**config.mk**
```make
export PLATFORM = sky130hd
export DESIGN_NAME = dfsm_dup_onehot
export DESIGN_NICKNAME = d
export VERILOG_FILES = /design/src/rtl/dfsm_pkg.sv /design/src/rtl/dfsm_next.sv /design/src/rtl/dfsm_select.sv /design/src/rtl/dfsm_out.sv /design/src/rtl/dfsm_dup_onehot.sv
export SDC_FILE = /design/constraint.sdc
export NUM_CORES = 1
export LEC_CHECK = 0
export CAP_MARGIN = 20
export CORE_ASPECT_RATIO = 0.75
export CORE_MARGIN = 2
export CORE_UTILIZATION = 40
export CTS_CLUSTER_DIAMETER = 120
export DETAILED_ROUTE_END_ITERATION = 7
export PLACE_DENSITY_LB_ADDON = 0.05
export RECOVER_POWER = 25
export SYNTH_ARGS = -nofsm -noshare
export SYNTH_HDL_FRONTEND = slang
export SYNTH_SLANG_ARGS = --single-unit
```
**constraint.sdc**
```tcl
create_clock -name clk -period 9.6 [get_ports clk]
set_input_delay 1.92 -clock clk [delete_from_list [all_inputs] [get_ports clk]]
set_output_delay 1.92 -clock clk [all_outputs]
set_load 0.05 [all_outputs]
```
**src/rtl/dfsm_pkg.sv**
```systemverilog
package dfsm_pkg;
   localparam int CTRL_W    = 2;
   localparam int STEP_BIT  = 0;
   localparam int CLEAR_BIT = 1;
endpackage

```
**src/rtl/dfsm_next.sv**
```systemverilog
module dfsm_next #(
   parameter int N_STATES = 5
) (
   input  logic                       clk,
   input  logic                       rst,
   input  logic [N_STATES-1:0]        cur,
   input  logic [dfsm_pkg::CTRL_W-1:0] ctrl,
   output logic [N_STATES-1:0]        nxt
);
   logic step, clr;
   assign step = ctrl[dfsm_pkg::STEP_BIT];
   assign clr  = ctrl[dfsm_pkg::CLEAR_BIT];

   for (genvar i = 0; i < N_STATES; i++) begin : g_bit
      localparam int PREV = (i == 0) ? N_STATES - 1 : i - 1;
      if (i == 0) begin : g_home
         assign nxt[i] = clr | (step ? cur[PREV] : cur[i]);
      end else begin : g_other
         assign nxt[i] = !clr & (step ? cur[PREV] : cur[i]);
      end
   end


   next_onehot_chk: assert property (@(posedge clk) disable iff (rst)
      $onehot(cur) |-> $onehot(nxt));
endmodule

```
**src/rtl/dfsm_select.sv**
```systemverilog
module dfsm_select #(
   parameter int N_STATES = 5
) (
   input  logic                clk,
   input  logic                rst,
   input  logic [N_STATES-1:0] q0,
   input  logic [N_STATES-1:0] q1,
   output logic [N_STATES-1:0] sel,
   output logic                conflict
);
   logic ok0, ok1;
   assign ok0 = $onehot(q0);
   assign ok1 = $onehot(q1);

   always_comb begin
      if (ok0)      sel = q0;
      else if (ok1) sel = q1;
      else          sel = q0;
   end

   assign conflict = (!ok0 && !ok1) || (ok0 && ok1 && (q0 != q1));


   sel_valid_chk: assert property (@(posedge clk) disable iff (rst)
      (ok0 || ok1) |-> $onehot(sel));
endmodule

```
**src/rtl/dfsm_out.sv**
```systemverilog
module dfsm_out #(
   parameter int N_STATES = 5,
   localparam int IDX_W = $clog2(N_STATES)
) (
   input  logic [N_STATES-1:0] sel,
   output logic [IDX_W-1:0]    idx,
   output logic                last
);
   always_comb begin
      idx = '0;
      for (int i = N_STATES - 1; i >= 0; i--)
         if (sel[i]) idx = IDX_W'(i);
   end
   assign last = sel[N_STATES-1];
endmodule

```
**src/rtl/dfsm_dup_onehot.sv**
```systemverilog
module dfsm_dup_onehot #(
   parameter int N_STATES = 5,
   localparam int IDX_W = $clog2(N_STATES)
) (
   input  logic                        clk,
   input  logic                        rst,
   input  logic [dfsm_pkg::CTRL_W-1:0] ctrl_in,
   input  logic [N_STATES-1:0]         inj_a,
   input  logic [N_STATES-1:0]         inj_b,
   output logic [IDX_W-1:0]            state_idx,
   output logic                        at_last,
   output logic                        err
);
   localparam logic [N_STATES-1:0] HOME_OH = N_STATES'(1);

   if (N_STATES < 2) begin : g_bad_n
      $error("dfsm_dup_onehot: N_STATES must be at least 2");
   end

   logic [1:0][N_STATES-1:0] q;
   logic [1:0][N_STATES-1:0] sel;
   logic [1:0][N_STATES-1:0] nxt;
   logic [1:0][N_STATES-1:0] inj;
   logic [1:0]               conflict;

   assign inj[0] = inj_a;
   assign inj[1] = inj_b;

   for (genvar c = 0; c < 2; c++) begin : g_copy
      dfsm_select #(.N_STATES(N_STATES)) u_sel (
         .clk(clk), .rst(rst), .q0(q[0]), .q1(q[1]),
         .sel(sel[c]), .conflict(conflict[c]));

      dfsm_next #(.N_STATES(N_STATES)) u_next (
         .clk(clk), .rst(rst), .cur(sel[c]), .ctrl(ctrl_in), .nxt(nxt[c]));

      always_ff @(posedge clk) begin
         if (rst) q[c] <= HOME_OH;
         else     q[c] <= nxt[c] ^ inj[c];
      end
   end

   dfsm_out #(.N_STATES(N_STATES)) u_out (
      .sel(sel[0]), .idx(state_idx), .last(at_last));

   assign err = |conflict;


   reset_home_chk: assert property (@(posedge clk) disable iff (rst)
      $past(rst) |-> (state_idx == '0 && !err));


   single_fault_quiet_chk: assert property (@(posedge clk) disable iff (rst)
      ($onehot(q[0]) != $onehot(q[1])) |-> !err);


   copies_rejoin_chk: assert property (@(posedge clk) disable iff (rst)
      ($past(inj_a) == '0 && $past(inj_b) == '0 && !$past(err)) |-> (q[0] == q[1]));


   conflict_flag_chk: assert property (@(posedge clk) disable iff (rst)
      ($onehot(q[0]) && $onehot(q[1]) && q[0] != q[1]) |-> err);


   both_bad_flag_chk: assert property (@(posedge clk) disable iff (rst)
      (!$onehot(q[0]) && !$onehot(q[1])) |-> err);
endmodule

```
==> results.toml <==
[power]
total_power_uw = 302
power_switching_share_pct = 52.0
vdd_drop_max_uv = 114
power.clock.fraction_pct = 9.3
netSwitchingPower_uw = 157
comb_power_share_pct = 69.7
power.density_cell_area_nw_per_um2 = 247
static-leakage-power_nw = 0.459
seq_power_share_pct = 21.1
internal_uw = 145

[logic_synthesis]
ys_warn_count = 0
synthDominantAreaCellType = "dfxtp_1"
synth.area.top_cells = "dfxtp_1, fa_1, mux2_2"
syn-cell-area_um2 = 1010
synth.yosys.seq_area_share_pct = 19.8
postSynthAreaPerCell_um2 = 8.15
synth_largest_type_area_fraction_pct = 19.8
synth_seq_cells = 10
synth_nets = 146
synth_cell_type_count = 36
postSynthCellCount = 124

[sta]
worst_slew_margin_rel_pct = 57.9
worst_clock_skew_ns = 0.00746
final_min_period_over_clock_period_pct = 59.8
rsz0062_at_grt = "false"
period_needed_ns = 5.74
worstMarginPinSlew_ns = 0.629
finalHoldViolCount = 0
final_worst_slack_ns = 3.86
tns_ns = 0
report.final.slew_viol_count = 0
report.final.setup_viol = 0
max_freq_mhz = 174

[cts]
tritoncts_clock_tree = "yes"
post_cts_resize_count = 0
cts_buffers = 3
clock_tree.root_cell = "clkbuf_4"
clk_path_buf_depth = 2
cts-htree-levels = 1
cts_num_sinks = 10
clkSlewWorstSetupHoldPaths_ns = 0.06
clock_insertion_delay_worst_skew_ns = 0.26
cts_hold_buf = 0
post_cts_buffers = 0

[worst_hold_path]
worst_hold_path_type = "flip-flop to flip-flop"
hp-start = "q[7]"

[global_routing]
first_global_vias = 845
grt_overflow = 0
groute.usage.overall_pct = 18.4
global_route_wire_length_before_repair_mm = 3.85
grt_start_max_net_pins = 21
grt_antenna_before_repair = 0

[layout]
n_antenna_cell = 0
largest-register = "q"
area_growth_syn_to_layout_pct = 20.7
nets = 161
largest_register_ffs = 10
largest_registers = "q: 10 flops"
filler_cells = 232
utilization_pct = 52.0
layout-drive-gt1-share_pct = 9.49

[setup_path]
crit_path_max_incr_delay_ns = 0.71
critical_path.max_fanout = 14
worst-endpoint-required_ns = 7.68
cp_num_buf_inv = 2
arrival_time_at_the_worst_endpoint_ns = 3.82
crit_start = "q[2]"
kind_of_capture_point_of_the_worst_setup_path = "output port"
cpLargestDelayFamily = "adder cells"
crit_type = "flip-flop to output port"
timing.rr.start = "q[2]"
crit_chain = "ha_1 -> inv_1 -> fa_1 -> fa_1 -> nand3b_1 -> nand2_1 -> mux2_2 -> nor3b_1 -> clkdlybuf4s50_1"
critical_path.startpoint_type = "flip-flop"
cp_slowest_cell = "clkdlybuf4s50_1"
timing.critical_path.mode_cell = "fa_1"

[place]
buffer_ports.inserted = 18
gp_congestion = 0.817
place_ws_ns = 4.15
detailedPlacementHpwl_mm = 1.69

[drt]
num_vias = 886
post_drt_wl_per_cell_um = 13.3
drt_iter0_markers = 35
drtPass1Iterations = 4
vias_per_cell = 5.18
routed_wirelength_mm = 2.28
drt_antenna_net_count = 0
drc = 0

[floorplan]
fp.coreArea_um2 = 2350
initial_utilization_pct = 43.1
dieHeight_um = 47.5
num_rows = 15
die_width_um = 62.1
die_area_um2 = 2950
boundaryPins = 19

[status]
run_status = "finished, final reports clean"

[flow_run]
cap_violations = 0
## power groups by stage
stage               clock network [mW]  logic [mW]  registers (mW)
finish                          0.0280       0.210          0.0636
global route                    0.0313       0.229          0.0653
CTS                             0.0289       0.209          0.0636
detailed placement                   0       0.208          0.0643
global placement                     0       0.204          0.0647
floorplan                            0       0.168          0.0592
## stage by stage
| step | hold slack, ns | area, um2 | std cells |
|---|---|---|---|
| after floorplan | 0.721 | 1010 | 124 |
| after global placement | 0.813 | 1200 | 168 |
| after detailed placement | 0.819 | 1200 | 168 |
| after CTS | 0.828 | 1220 | 171 |
| after global routing | 0.878 | 1220 | 171 |
| final | 0.829 | 1220 | 171 |
## cells by family after synthesis
kind of cell | Yosys count | synth area share [%]
buffers and inverters | 18 | 7.30
multiplexers | 11 | 12.0
XOR/XNOR | 5 | 4.33
AO/OA/AOI/OAI | 18 | 13.9
adder cells (fa/ha/maj) | 8 | 12.9
AND/OR/NAND/NOR | 54 | 29.8
flip-flops | 10 | 19.8
## layout make-up
type                            count  area (um2)  area share, %
Clock buffer                        3        22.5           1.85
Inverter                           10        37.5           3.08
Multi-Input combinational cell     96         737           60.4
Sequential cell                    10         200           16.4
Tap cell                           34        42.5           3.49
Timing Repair Buffer               18         180           14.8
## synth_stat cells (all sizes together)
cell and n:
nor2 12, nor2b 11, dfxtp 10, inv 10, mux2 9, nand2 8
nand2b 6, clkbuf 5, xnor2 5, a21oi 4, a22o 4, a31oi 4
fa 4, ha 4, nand4 4, buf 3, nand4b 3, mux2i 2
nand3 2, nor4 2, a211o 1, a211oi 1, a22oi 1, and3 1
and3b 1, nand3b 1, nor3 1, nor3b 1, o211ai 1, o21ai 1
o31ai 1, or4 1
## cell usage in the layout, fill, tap and decap left out, types with 4 or more instances in the layout
cell / instances
xnor2_1: 5
clkdlybuf4s50_1: 17
nand2_1: 8
nor2b_1: 11
nand2b_1: 6
nand4_1: 4
mux2_2: 7
ha_1: 4
dfxtp_1: 10
fa_1: 4
inv_1: 10
a21oi_1: 4
nor2_1: 12
## metal layers
layer	global-route usage (%)	wire, um	vias up
met2	27.1	982	20
met3	6.76	122	2
met4	5.96	17	0
met5	0	0	-
li1	-	-	455
met1	25.0	1160	409
## tightest hold or removal path, stage by stage (launching register included)
cell and delay, ns:
dfxtp_1 0.36, nand4_1 0.09, a31oi_1 0.12, mux2_2 0.23
## path summary, 6_finish.rpt
check                      end  slack, ns  depth (start not counted)
setup / recovery  state_idx[2]       3.86                          9
hold / removal            q[3]       0.83                          3
hold reg to reg           q[3]       0.83                          3
setup reg to reg          q[8]       6.45                          8
Note: power is estimated with default switching activity, not from simulation.
